$ cat src/rtl/muxbus_pkg.sv
package muxbus_pkg;

  localparam int SLOT_W     = 3;
  localparam int LAST_PLAIN = 3;   // T1 + T2 = four half-slots
  localparam int LAST_WAIT  = 5;   // T1 + T2 + T3 = six half-slots
  localparam int DATA_SLOT  = 2;   // first slot of the data phase

  typedef enum logic [1:0] {
    ST_IDLE = 2'd0,
    ST_BUSY = 2'd1,
    ST_DONE = 2'd2
  } cycState_e;

  typedef struct packed {
    logic busy;
    logic ale;
    logic oe;
    logic drvData;
    logic rdStb;
    logic wrStb;
    logic sample;
    logic done;
  } busCtl_t;

endpackage

$ cat src/rtl/muxbus_ctrl.sv
module muxbus_ctrl
  import muxbus_pkg::*;
(
  input  logic    clk,
  input  logic    rst,
  input  logic    req,
  input  logic    wrEn,
  input  logic    waitEn,
  output busCtl_t ctl,
  output logic    accept,
  output logic    busClk
);

  cycState_e         st;
  logic [SLOT_W-1:0] slot;
  logic [SLOT_W-1:0] lastSlot;
  logic              isWr;
  logic              halfSel;
  logic              inBusy;
  logic              atLast;

  // Accept only in the second half of a bus period, so slot 0 starts a period.
  assign accept = (st == ST_IDLE) && req && halfSel;
  assign inBusy = (st == ST_BUSY);
  assign atLast = inBusy && (slot == lastSlot);

  always_ff @(posedge clk) begin
    if (rst) halfSel <= 1'b0;
    else     halfSel <= ~halfSel;
  end

  always_ff @(posedge clk) begin
    if (rst) begin
      st       <= ST_IDLE;
      slot     <= '0;
      lastSlot <= SLOT_W'(LAST_PLAIN);
      isWr     <= 1'b0;
    end else begin
      unique case (st)
        ST_IDLE: begin
          if (accept) begin
            st       <= ST_BUSY;
            slot     <= '0;
            isWr     <= wrEn;
            lastSlot <= waitEn ? SLOT_W'(LAST_WAIT) : SLOT_W'(LAST_PLAIN);
          end
        end
        ST_BUSY: begin
          if (slot == lastSlot) st <= ST_DONE;
          else                  slot <= slot + 1'b1;
        end
        ST_DONE: st <= ST_IDLE;
        default: st <= ST_IDLE;
      endcase
    end
  end

  always_comb begin
    ctl         = '0;
    ctl.busy    = inBusy;
    ctl.ale     = inBusy && (slot == '0);
    ctl.oe      = inBusy && (isWr || (slot == '0));
    ctl.drvData = inBusy && isWr && (slot >= SLOT_W'(DATA_SLOT));
    ctl.wrStb   = atLast && isWr;
    ctl.rdStb   = inBusy && !isWr && (slot >= SLOT_W'(DATA_SLOT));
    ctl.sample  = atLast && !isWr;
    ctl.done    = (st == ST_DONE);
  end

  assign busClk = ~halfSel;

  AST_ALE_SINGLE: assert property (@(posedge clk) disable iff (rst)
    ctl.ale |=> !ctl.ale);

  AST_WR_HALF: assert property (@(posedge clk) disable iff (rst)
    ctl.wrStb |=> !ctl.wrStb);

  AST_RD_RELEASED: assert property (@(posedge clk) disable iff (rst)
    ctl.rdStb |-> !ctl.oe);

  AST_DONE_PULSE: assert property (@(posedge clk) disable iff (rst)
    ctl.done |=> (!ctl.done && !ctl.busy));

  AST_ALIGNED_START: assert property (@(posedge clk) disable iff (rst)
    ctl.ale |-> busClk);

  AST_IDLE_QUIET: assert property (@(posedge clk) disable iff (rst)
    !ctl.busy |-> (!ctl.oe && !ctl.rdStb && !ctl.wrStb && !ctl.ale));

endmodule

$ cat src/rtl/muxbus_datapath.sv
module muxbus_datapath
  import muxbus_pkg::*;
#(
  parameter int ADDR_W = 16,
  parameter int DATA_W = 8
) (
  input  logic                 clk,
  input  logic                 rst,
  input  logic                 accept,
  input  busCtl_t              ctl,
  input  logic [ADDR_W-1:0]    addr,
  input  logic [DATA_W-1:0]    wdata,
  input  logic [DATA_W-1:0]    adIn,
  output logic [DATA_W-1:0]    adOut,
  output logic [ADDR_W-DATA_W-1:0] addrHi,
  output logic [DATA_W-1:0]    rdata
);

  localparam int HI_W = ADDR_W - DATA_W;

  logic [ADDR_W-1:0] addrQ;
  logic [DATA_W-1:0] wdataQ;
  logic [DATA_W-1:0] rdataQ;

  // Address and write byte are captured once, at acceptance.
  always_ff @(posedge clk) begin
    if (rst) begin
      addrQ  <= '0;
      wdataQ <= '0;
    end else if (accept) begin
      addrQ  <= addr;
      wdataQ <= wdata;
    end
  end

  always_ff @(posedge clk) begin
    if (rst)             rdataQ <= '0;
    else if (ctl.sample) rdataQ <= adIn;
  end

  assign adOut  = ctl.drvData ? wdataQ : addrQ[DATA_W-1:0];
  assign addrHi = addrQ[ADDR_W-1:DATA_W];
  assign rdata  = rdataQ;

  AST_HI_STABLE: assert property (@(posedge clk) disable iff (rst)
    (ctl.busy && !ctl.ale) |-> $stable(addrHi));

  AST_NO_ACCEPT_BUSY: assert property (@(posedge clk) disable iff (rst)
    accept |-> (!ctl.busy && !ctl.done));

  AST_HI_WIDTH: assert property (@(posedge clk) disable iff (rst)
    ctl.ale |=> (addrHi == $past(addrHi)) || !ctl.busy || (HI_W == 0));

endmodule

$ cat src/rtl/muxbus_top.sv
module muxbus_top
  import muxbus_pkg::*;
(
  input  logic        clk,
  input  logic        rst,
  input  logic        req,
  input  logic        wrEn,
  input  logic        waitEn,
  input  logic [15:0] addr,
  input  logic [7:0]  wdata,
  output logic [7:0]  rdata,
  output logic        done,
  output logic        busClk,
  output logic        ale,
  output logic        rdN,
  output logic        wrN,
  output logic [7:0]  addrHi,
  output logic [7:0]  adOut,
  output logic        adOe,
  input  logic [7:0]  adIn
);

  localparam int ADDR_W = 16;
  localparam int DATA_W = 8;

  busCtl_t ctl;
  logic    accept;

  muxbus_ctrl u_ctrl (
    .clk    (clk),
    .rst    (rst),
    .req    (req),
    .wrEn   (wrEn),
    .waitEn (waitEn),
    .ctl    (ctl),
    .accept (accept),
    .busClk (busClk)
  );

  muxbus_datapath #(
    .ADDR_W (ADDR_W),
    .DATA_W (DATA_W)
  ) u_dp (
    .clk    (clk),
    .rst    (rst),
    .accept (accept),
    .ctl    (ctl),
    .addr   (addr),
    .wdata  (wdata),
    .adIn   (adIn),
    .adOut  (adOut),
    .addrHi (addrHi),
    .rdata  (rdata)
  );

  assign ale  = ctl.ale;
  assign rdN  = ~ctl.rdStb;
  assign wrN  = ~ctl.wrStb;
  assign adOe = ctl.oe;
  assign done = ctl.done;

  AST_STROBES_APART: assert property (@(posedge clk) disable iff (rst)
    !(!rdN && !wrN));

endmodule

$ cat config.mk
export PLATFORM = sky130hd
export DESIGN_NAME = muxbus_top
export DESIGN_NICKNAME = d
export VERILOG_FILES = /design/src/rtl/muxbus_pkg.sv /design/src/rtl/muxbus_ctrl.sv /design/src/rtl/muxbus_datapath.sv /design/src/rtl/muxbus_top.sv
export SDC_FILE = /design/constraint.sdc
export NUM_CORES = 1
export LEC_CHECK = 0
export BUFFER_PORTS_ARGS = -buffer_cell sky130_fd_sc_hd__buf_2
export CORE_MARGIN = 1.5
export CORE_UTILIZATION = 50
export CTS_CLUSTER_DIAMETER = 200
export DETAILED_ROUTE_END_ITERATION = 8
export PLACE_DENSITY_LB_ADDON = 0.1
export SYNTH_ARGS = -nofsm -noshare
export SYNTH_HDL_FRONTEND = slang
export SYNTH_SLANG_ARGS = --single-unit
$ cat constraint.sdc
create_clock -name clk -period 4.1 [get_ports clk]
set_clock_uncertainty 0.1 [all_clocks]
set_input_delay 0.615 -clock clk [delete_from_list [all_inputs] [get_ports clk]]
set_output_delay 0.615 -clock clk [all_outputs]
set_load 0.01 [all_outputs]
Word-level counts from Yosys, hierarchy flattened. Index checks and enable logic that the tools add are counted.

Add/sub/neg operators: 1. Reduce and logical (&&, ||, !) cells: 19. Equality and inequality tests: 6. Shift operators: 0. Order comparisons: 1. $mul: 0. Bitwise gates (word level): 3. Muxes and demuxes: 8. Div/mod/pow operators: 0.

Operators with widths (number): logical AND 1 bit (11); 2-to-1 mux 3 bit (3); 2-to-1 mux 8 bit (1); != test 2 bit, second input constant (3); case mux 3 bit (2 select lines) (1); 2-to-1 mux 2 bit (2); case mux 2 bit (2 select lines) (1); AND reduction 2 bit (2); adder 3 x 1 -> 3 bit, second input constant (1); == test 3 bit (1); greater-or-equal comparator 3 x 2 -> 1 bit, second input constant (1); logical NOT 3 bit (1); NOT 1 bit (3); AND reduction 3 bit (1); == test 2 x 1 -> 1 bit, second input constant (1); == test 2 bit, second input constant (1); logical NOT 2 bit (1); nonzero test 2 bit (1); logical NOT 1 bit (1); logical OR 1 bit (1).

Bits of input ports: 37. Bits in latches: 0. Memory bits (read-only): 0. Register bits: 42. Memories kept: 0. Memory bits (writable): 0.

Depth between registers and ports, before layout. Gate-level depths: netlist of the first run.

Word-level depth: 5. Depth in mapped cells: 6. Mapped depth without buffers: 6.

By module. A second synthesis of the first run with hierarchy kept.

Cells, all modules: 178. Area total of the unflattened synthesis: 1804.2 um^2.

By module, submodules not included: muxbus_datapath (cells each 120, instances 1, area an instance 1307.5 um^2, sequential area each 640.6 um^2); muxbus_ctrl (cells each 56, instances 1, area an instance 489.2 um^2, sequential area each 180.2 um^2); muxbus_top (cells each 2, instances 1, area an instance 7.5 um^2, sequential area each 0.0 um^2).

Least setup slack after synthesis of the first run. OpenSTA, ideal clock, no wires.

Kind: reg-to-output. Start: register u_ctrl.slot[0]. End: output adOut[0]. Setup slack: 1889 ps. Buffers on the path: 0. Required time: 3385 ps. Arrival: 1496 ps. Stages on the path, launching flop included: 7. Cells stage by stage: dfxtp_1 > inv_1 > ha_1 > nor3_1 > nor2_1 > nand2_1 > mux2_2.

Word-level cells in the longest chain between the ends: 3.

Ends and longest elaborated chain: start: declaration (RTL line muxbus_ctrl.sv:15) `logic [SLOT_W-1:0] slot;`; start signal: assignment (RTL line muxbus_ctrl.sv:50) `else slot <= slot + 1'b1;`; greater-or-equal comparator 3 x 2 -> 1 bit (RTL line muxbus_ctrl.sv:63) `ctl.drvData = inBusy && isWr && (slot >= SLOT_W'(DATA_SLOT));`; logical AND 1 bit (RTL line muxbus_ctrl.sv:63); 2-to-1 mux 8 bit (RTL line muxbus_datapath.sv:41) `assign adOut = ctl.drvData ? wdataQ : addrQ[DATA_W-1:0];`; end: declaration (RTL line muxbus_top.sv:18) `output logic [7:0] adOut,`.

No other way between the ends.

Worst setup path after layout of the first run.
Start: register u_ctrl.slot[0]. End: output adOut[7].

The elaborated chain is that of the path after synthesis.

==> Flow_metrics.wiki, run 1 <==
{| class="wikitable"
! Metric !! Value
|-
| Result of the run || completed
|-
| Port-buffer cells || 66
|-
| Area of the placeable core || 3390 µm²
|-
| Startpoint type of the worst setup path || register
|-
| CP Cell Sequence || inv_1, ha_1, nor3_1, nor2_1, nand2_1, mux2_2, buf_2
|-
| Worst endpoint data arrival time || approximately 2.2 ns
|-
| Diode insertion count for antenna repair || 0
|-
| Register area share after synthesis || between 40% and 50%
|-
| Post-route DRC || 0
|-
| Total chip power || ~0.0007 W
|-
| Number of buffers added for setup after CTS || 0
|-
| Proportion of power drawn by flip-flops and latches || between 60% and 70%
|-
| Count of unique library cells instantiated by Yosys || 30
|-
| Share of flip-flops with an asynchronous set or reset || 0%
|-
| Router iterations before antenna repair || 4
|-
| Number of nets in the synthesized netlist || 252
|-
| Share of the synthesized area in the top cell type || a little under half
|-
| Share of layout cells above drive strength 1 || between 30 and 40%
|-
| Leading post-synthesis cells by cell area || sky130_fd_sc_hd__dfxtp_1 (46%), sky130_fd_sc_hd__nand2_1 (12%), sky130_fd_sc_hd__a21oi_1 (7.8%)
|-
| Final hold violation count || 0
|-
| Area growth from synthesis to final layout || 19.1%
|-
| Critical-path cell with the highest stage delay || sky130_fd_sc_hd__dfxtp_1
|-
| Quantity of hold-fixing buffers added after cts || 0
|-
| Power Density || ~330 nW/µm²
|-
| Mean routed wirelength per cell || 11.2 µm
|-
| Clk Tree Root Cell || sky130_fd_sc_hd__clkbuf_4
|-
| Yosys warnings || 0
|-
| Part of the cycle the worst path needs || between 70 and 80%
|-
| Die outline area || 3950 µm²
|-
| Antenna violations before repair || 0
|-
| Iter 0 DRT Violations || between 80 and 90
|-
| Critical path endpoint category || primary output
|-
| Number of flops mapped to enable cells by yosys || 0
|-
| Number of antenna-violating nets in the routed design || 0
|-
| Aggregate routed wire length || 3510 µm
|-
| Worst ir drop on vdd || roughly 0.20 mV
|-
| Leakage component of the power || roughly 1.0 nW
|-
| Portion of total power attributed to the clock network || 28.4%
|-
| Max Buffers Root-to-Sink || 2
|-
| Number of max-capacitance violations reported || 0
|-
| Clock transition at the registers of the reported paths || between 0.1 and 0.15 ns
|-
| Boundary Pins || 67
|-
| Unrepaired setup endpoints after global routing || false
|-
| Die extent in x || roughly 63 µm
|-
| Global placement routability congestion || 0.750
|-
| Via density per instance || 4.87
|-
| Leading register cell type out of synthesis || sky130_fd_sc_hd__dfxtp_1
|-
| Flip-flop and latch count after synthesis || between 40 and 50
|-
| Vias in the first global route || 1404
|-
| Most common cell after layout, fill and taps aside || sky130_fd_sc_hd__buf_2
|-
| Final max-slew violation count || 0
|-
| Total overflow reported by the global router || 0
|-
| Global router's overall resource usage || a little under a fifth
|-
| Avg Synthesized Cell Area || 8.45 µm²
|-
| Filler Cell Count || 330
|-
| Post-synthesis cell count || 212
|-
| Minimum period implied by the final worst setup slack || 2.89 ns
|-
| Wire length of the first global-routing pass || 6000 µm
|-
| Clock insertion delay at the later pin of the skew report || roughly 0.34 ns
|-
| Clock sinks || between 40 and 50
|-
| Height of the die || roughly 63 µm
|-
| Area of the mapped netlist || roughly 1800 µm²
|-
| Internal power || roughly 0.00053 W
|-
| Sum of negative setup slack || 0 ns
|-
| Post-cts repair resize count || 0
|-
| Initial cell density of the core || 52.8%
|-
| Switching part of the total power || 24.5%
|-
| Critical path buffer and inverter count || 2
|-
| Data required time at the worst endpoint || between 3 and 4 ns
|-
| Worst hold-check path type || reg2reg
|-
| Tightest slew margin relative to the limit || between 40 and 50%
|-
| Commonest cells after routing, fill and taps aside || sky130_fd_sc_hd__buf_2 (66), sky130_fd_sc_hd__nand2_1 (57), sky130_fd_sc_hd__dfxtp_1 (41), sky130_fd_sc_hd__a21oi_1 (28), sky130_fd_sc_hd__nor2_1 (14)
|-
| Worst stage delay on the critical path || around 0.47 ns
|-
| Deepest level of the CTS H-tree || 2
|-
| Slew at the pin closest to its max-slew limit || a little under 0.8 ns
|-
| Number of rows in the core area || 21
|-
| Critical Setup Path Class || reg2out
|-
| CP delay by family, top || simple AND/OR/NAND/NOR gates
|-
| Largest net degree at the start of global routing || 45
|-
| Total setup violations reported at the end of the flow || 0
|-
| CTS Buf Count || 5
|-
| Util after Layout || a little over three fifths
|-
| Total number of vias || approximately 1500
|-
| Half-perimeter wire length after detailed placement || about 2400 µm
|-
| Power spent charging and discharging nets || around 0.00017 W
|-
| Combinational group share of total power || between 10 and 15%
|-
| Crit Path Max Fanout || 8
|-
| Maximum frequency from static timing analysis || 345 MHz
|-
| Clock tree from TritonCTS || yes
|-
| Net count, final || around 310
|-
| Most area-hungry cell type in the Yosys netlist || sky130_fd_sc_hd__dfxtp_1
|}
[synth_stat cells (2+ instances only)]
cell type,number
sky130_fd_sc_hd__nand2_1,57
sky130_fd_sc_hd__dfxtp_1,41
sky130_fd_sc_hd__a21oi_1,28
sky130_fd_sc_hd__nor2_1,14
sky130_fd_sc_hd__buf_4,8
sky130_fd_sc_hd__mux2_2,8
sky130_fd_sc_hd__mux2i_1,8
sky130_fd_sc_hd__clkbuf_1,6
sky130_fd_sc_hd__buf_2,5
sky130_fd_sc_hd__inv_1,5
sky130_fd_sc_hd__o21ai_0,4
sky130_fd_sc_hd__ha_1,3
sky130_fd_sc_hd__nor3_1,3
sky130_fd_sc_hd__nand2b_1,2
sky130_fd_sc_hd__nand3_1,2
sky130_fd_sc_hd__nor2b_1,2
sky130_fd_sc_hd__or3_1,2
sky130_fd_sc_hd__xnor2_2,2
[state kept, by name, summed over array words and instances, names as in the netlist]
register         count
u_dp.addrQ          16
u_dp.wdataQ          8
u_ctrl.st            2
u_ctrl.lastSlot      2
u_ctrl.halfSel       1
u_ctrl.isWr          1
u_dp.rdata           8
u_ctrl.slot          3
[layout make-up]
type / count / area, µm² / area share, %
multi-input cells: 147 / 843 / 39.5
flip-flops and latches: 41 / 821 / 38.5
repair buffers: 67 / 338 / 15.8
well taps: 46 / 57.6 / 2.70
clock buffers: 7 / 55.1 / 2.58
inverters: 5 / 18.8 / 0.880
[tightest hold or removal path, delay by kind of cell, from the launching register on]
family           cells  cell delay [ns]
AND/OR/NAND/NOR      1             0.05
AO/OA/AOI/OAI        1             0.05
flip-flops           1             0.32
[path summary, 6_finish.rpt]
check                                                 start                     endpoint  slack, ns  cells past startpoint
worst max register to register    u_ctrl.st[0]$_SDFFE_PP0P_  u_ctrl.slot[1]$_SDFFE_PP0P_       2.44                      4
worst min-delay path             u_dp.addrQ[3]$_SDFFE_PP0P_   u_dp.addrQ[3]$_SDFFE_PP0P_       0.36                      2
worst max-delay path            u_ctrl.slot[0]$_SDFFE_PP0P_                     adOut[7]       1.21                      7
worst min register to register   u_dp.addrQ[3]$_SDFFE_PP0P_   u_dp.addrQ[3]$_SDFFE_PP0P_       0.36                      2
[per-layer routing]
metal  share of wire, %  wire length, µm  track usage (%)  vias up
li1                   -                -                -      802
met1                 48             1670             23.3      667
met2                 46             1600             31.7       46
met3                4.9              171             4.86        9
met4                2.0               70             7.50        0
met5                  0                0                0        -
[per-stage QoR]
stage	hold slack (ns)	setup WS [ns]	std cells	area (µm²)
final	0.359	1.21	313	2130
after global routing	0.377	1.04	313	2130
after CTS	0.360	1.20	313	2130
after global placement	0.335	1.64	306	2080
after floorplan	0.322	1.89	212	1790
after detailed placement	0.345	1.60	306	2080
[cells by family (layout without fill, tap and decap cells)]
family                     Yosys count  count (layout)  synth area share, %
AOI/OAI and AO/OA                   35              35                 10.7
and+or+nand+nor                     90              90                 22.5
adders and majority gates            3               3                 2.10
buffers and inverters               24              79                 7.06
muxes                               16              16                 9.50
xor gates and xnor gates             3               3                 2.31
DFF                                 41              41                 45.8
[power groups by stage]
stage / clock network (W) / logic [W] / registers [W]
floorplan: 0 / 0.0000542 / 0.000428
global placement: 0 / 0.0000801 / 0.000430
detailed placement: 0 / 0.0000807 / 0.000430
CTS: 0.000207 / 0.0000811 / 0.000421
global route: 0.000225 / 0.0000909 / 0.000424
finish: 0.000199 / 0.0000800 / 0.000421
No activity file was read; power rests on OpenSTA's default activity.
==> run 2: changes to the inputs <==
--- a/config.mk
+++ b/config.mk
@@ -7,7 +7,7 @@
 export LEC_CHECK = 0
 export BUFFER_PORTS_ARGS = -buffer_cell sky130_fd_sc_hd__buf_2
 export CORE_MARGIN = 1.5
-export CORE_UTILIZATION = 50
+export CORE_UTILIZATION = 44
 export CTS_CLUSTER_DIAMETER = 200
 export DETAILED_ROUTE_END_ITERATION = 8
 export PLACE_DENSITY_LB_ADDON = 0.1
==> constraint.sdc (replaced) <==
create_clock -name clk -period 2.5 [get_ports clk]
set_clock_uncertainty 0.1 [all_clocks]
set_input_delay 0.375 -clock clk [delete_from_list [all_inputs] [get_ports clk]]
set_output_delay 0.375 -clock clk [all_outputs]
set_load 0.01 [all_outputs]
==> Flow_metrics.wiki, run 2 (synthesis gave the netlist of run 1 again) <==
{| class="wikitable"
! Metric !! Value
|-
| Hold Worst Slack || 0.212 ns (-0.147 ns)
|-
| Port-buffer cells || 66 (unchanged)
|-
| Initial cell density of the core || 45.4% (-7.4 points)
|-
| Number of antenna-violating nets in the routed design || 0 (unchanged)
|-
| Clock insertion delay at the later pin of the skew report || 0.28 ns (-0.06 ns)
|-
| Boundary Pins || 67 (unchanged)
|-
| Data required time at the worst endpoint || 2.03 ns (-1.35 ns)
|-
| Area growth from synthesis to final layout || 23.3%
|-
| Half-perimeter wire length after detailed placement || 2560 µm (+8.7%)
|-
| Net count, final || 309 (+0.65%)
|-
| Total setup violations reported at the end of the flow || 0 (unchanged)
|-
| Critical Setup Path Class || reg2out
|-
| Startpoint type of the worst setup path || register
|-
| Slew at the pin closest to its max-slew limit || 0.779 ns (-0.00186 ns)
|-
| Area of the placeable core || 3940 µm² (+16%)
|-
| Worst hold-check path type || in2reg
|-
| Largest Register || u_dp.addrQ
|-
| Number of buffers added for setup after CTS || 0 (unchanged)
|-
| Result of the run || completed
|-
| Sum of negative setup slack || 0 ns (unchanged)
|-
| CTS Buf Count || 5 (unchanged)
|-
| Iter 0 DRT Violations || 72 (-16%)
|-
| Clock transition at the registers of the reported paths || 0.08 ns (-0.03 ns)
|-
| Non-Filler Cell Area, Final || 2210 µm² (+3.5%)
|-
| Clock sinks || 41 (unchanged)
|-
| Crit Path Max Fanout || 8 (unchanged)
|-
| Die extent in x || 66.8 µm (+6.3%)
|-
| Power Density || 602 nW/µm² (+83%)
|-
| Via density per instance || 4.80 (-1.4%)
|-
| Post-place instance area || 2100 µm² (+0.96%)
|-
| Deepest level of the CTS H-tree || 2 (unchanged)
|-
| Aggregate routed wire length || 3790 µm (+7.9%)
|-
| Number of max-capacitance violations reported || 0 (unchanged)
|-
| Diode insertion count for antenna repair || 0 (unchanged)
|-
| Global router's overall resource usage || 17.4% (-1.5 points)
|-
| Global placement routability congestion || 0.768 (+2.4%)
|-
| Filler Cell Count || 401 (+22%)
|-
| Total chip power || 0.00133 W (+90%)
|-
| Router iterations before antenna repair || 4 (unchanged)
|-
| Critical path endpoint category || primary output
|-
| Clock tree from TritonCTS || yes
|-
| Number of rows in the core area || 23 (+9.5%)
|-
| Total overflow reported by the global router || 0 (unchanged)
|-
| Flip-flop count of the largest register, all copies and words added || 16 (unchanged)
|-
| Worst endpoint data arrival time || 1.90 ns (-0.28 ns)
|-
| Post-route DRC || 0 (unchanged)
|-
| Share of layout cells above drive strength 1 || 34.6% (+1.6 points)
|-
| Antenna violations before repair || 0 (unchanged)
|-
| Tightest slew margin relative to the limit || 48.1% (+0.12 points)
|-
| Minimum period implied by the final worst setup slack || between 2 and 2.5 ns
|-
| Quantity of hold-fixing buffers added after cts || 0 (unchanged)
|-
| Vias in the first global route || 1322 (-5.8%)
|-
| Final max-slew violation count || 0 (unchanged)
|-
| Wire length of the first global-routing pass || 5800 µm (-3.3%)
|-
| Part of the cycle the worst path needs || a little over nine tenths
|-
| Total number of vias || 1532 (+0.52%)
|-
| Footprint of the flip-flops and latches || 825 µm² (+0.46%)
|-
| Minimum setup slack among reg-to-reg paths || 0.90 ns (-1.54 ns)
|-
| Die outline area || 4460 µm² (+13%)
|-
| Largest net degree at the start of global routing || 45 (unchanged)
|-
| Most common cell after layout, fill and taps aside || sky130_fd_sc_hd__buf_2
|-
| Final hold violation count || 0 (unchanged)
|-
| Max Buffers Root-to-Sink || 2 (unchanged)
|-
| Mean routed wirelength per cell || 11.9 µm (+5.9%)
|-
| Maximum frequency from static timing analysis || approximately 420 MHz
|-
| Clk Tree Root Cell || sky130_fd_sc_hd__clkbuf_8
|-
| Leakage component of the power || 1.03 nW (+3.4%)
|-
| Commonest cells after routing, fill and taps aside || sky130_fd_sc_hd__buf_2 (66), sky130_fd_sc_hd__nand2_1 (56), sky130_fd_sc_hd__dfxtp_1 (40), sky130_fd_sc_hd__a21oi_1 (28), sky130_fd_sc_hd__nor2_1 (14)
|-
| Area used by multi-input combinational logic || 846 µm² (+0.30%)
|-
| Height of the die || 66.8 µm (+6.3%)
|-
| Unrepaired setup endpoints after global routing || false
|-
| Worst ir drop on vdd || 0.565 mV (+180%)
|}
==> run 2: timing repair <==
item | in CTS | in global routing
gates resized for setup | 2 | 1
pin swaps | 0 | 0
endpoints found under the setup margin | 8 | 8
==> run 2: power by group <==
| group | switching, W | internal [W] |
|---|---|---|
| registers | 0.0000157 | 0.000675 |
| clock network | 0.000213 | 0.000290 |
| logic | 0.0000742 | 0.0000617 |
| total | 0.000303 | 0.00103 |
==> run 2: path summary, 6_finish.rpt <==
check	from	endpoint	depth (start not counted)
max reg2reg	u_ctrl.slot[1]$_SDFFE_PP0P_	u_dp.rdata[0]$_SDFFE_PP0P_	4
min reg2reg	u_dp.addrQ[10]$_SDFFE_PP0P_	u_dp.addrQ[10]$_SDFFE_PP0P_	2
max	u_ctrl.slot[0]$_SDFFE_PP0P_	adOut[7]	7
min	adIn[1]	u_dp.rdata[1]$_SDFFE_PP0P_	3
==> run 2: worst max-delay path, stage by stage (launching register included) <==
cell and delay, ns:
sky130_fd_sc_hd__dfxtp_4 0.38, sky130_fd_sc_hd__inv_1 0.08, sky130_fd_sc_hd__ha_1 0.21, sky130_fd_sc_hd__nor3_1 0.17, sky130_fd_sc_hd__nor2_1 0.08, sky130_fd_sc_hd__nand2_2 0.20
sky130_fd_sc_hd__mux2_2 0.36, sky130_fd_sc_hd__buf_2 0.14
==> run 2: per-stage QoR <==
stage / utilization [%] / setup WS [ns] / instances
2_1_floorplan: - / 0.529 / 212
3_3_place_gp: 53.2 / 0.260 / 312
3_5_place_dp: 53.2 / 0.199 / 312
4_1_cts: 56.0 / 0.0829 / 319
5_1_grt: 56.0 / 0.00865 / 319
6_report: 56.0 / 0.128 / 319
==> run 2: layout make-up <==
type / instances / area share [%]
flip-flops and latches: 41 / 37.3
inverters: 5 / 0.850
clock buffers: 5 / 3.12
multi-input cells: 147 / 38.3
clock inverters: 2 / 1.59
repair buffers: 69 / 16.0
well taps: 50 / 2.83
==> run 2: routing by layer <==
layer,up-vias,global-route usage [%],part of all wire [%]
met5,-,0,0
met4,0,7.65,1.2
met3,5,5.24,6.2
met2,42,28.6,45
met1,684,21.0,48
li1,801,-,-
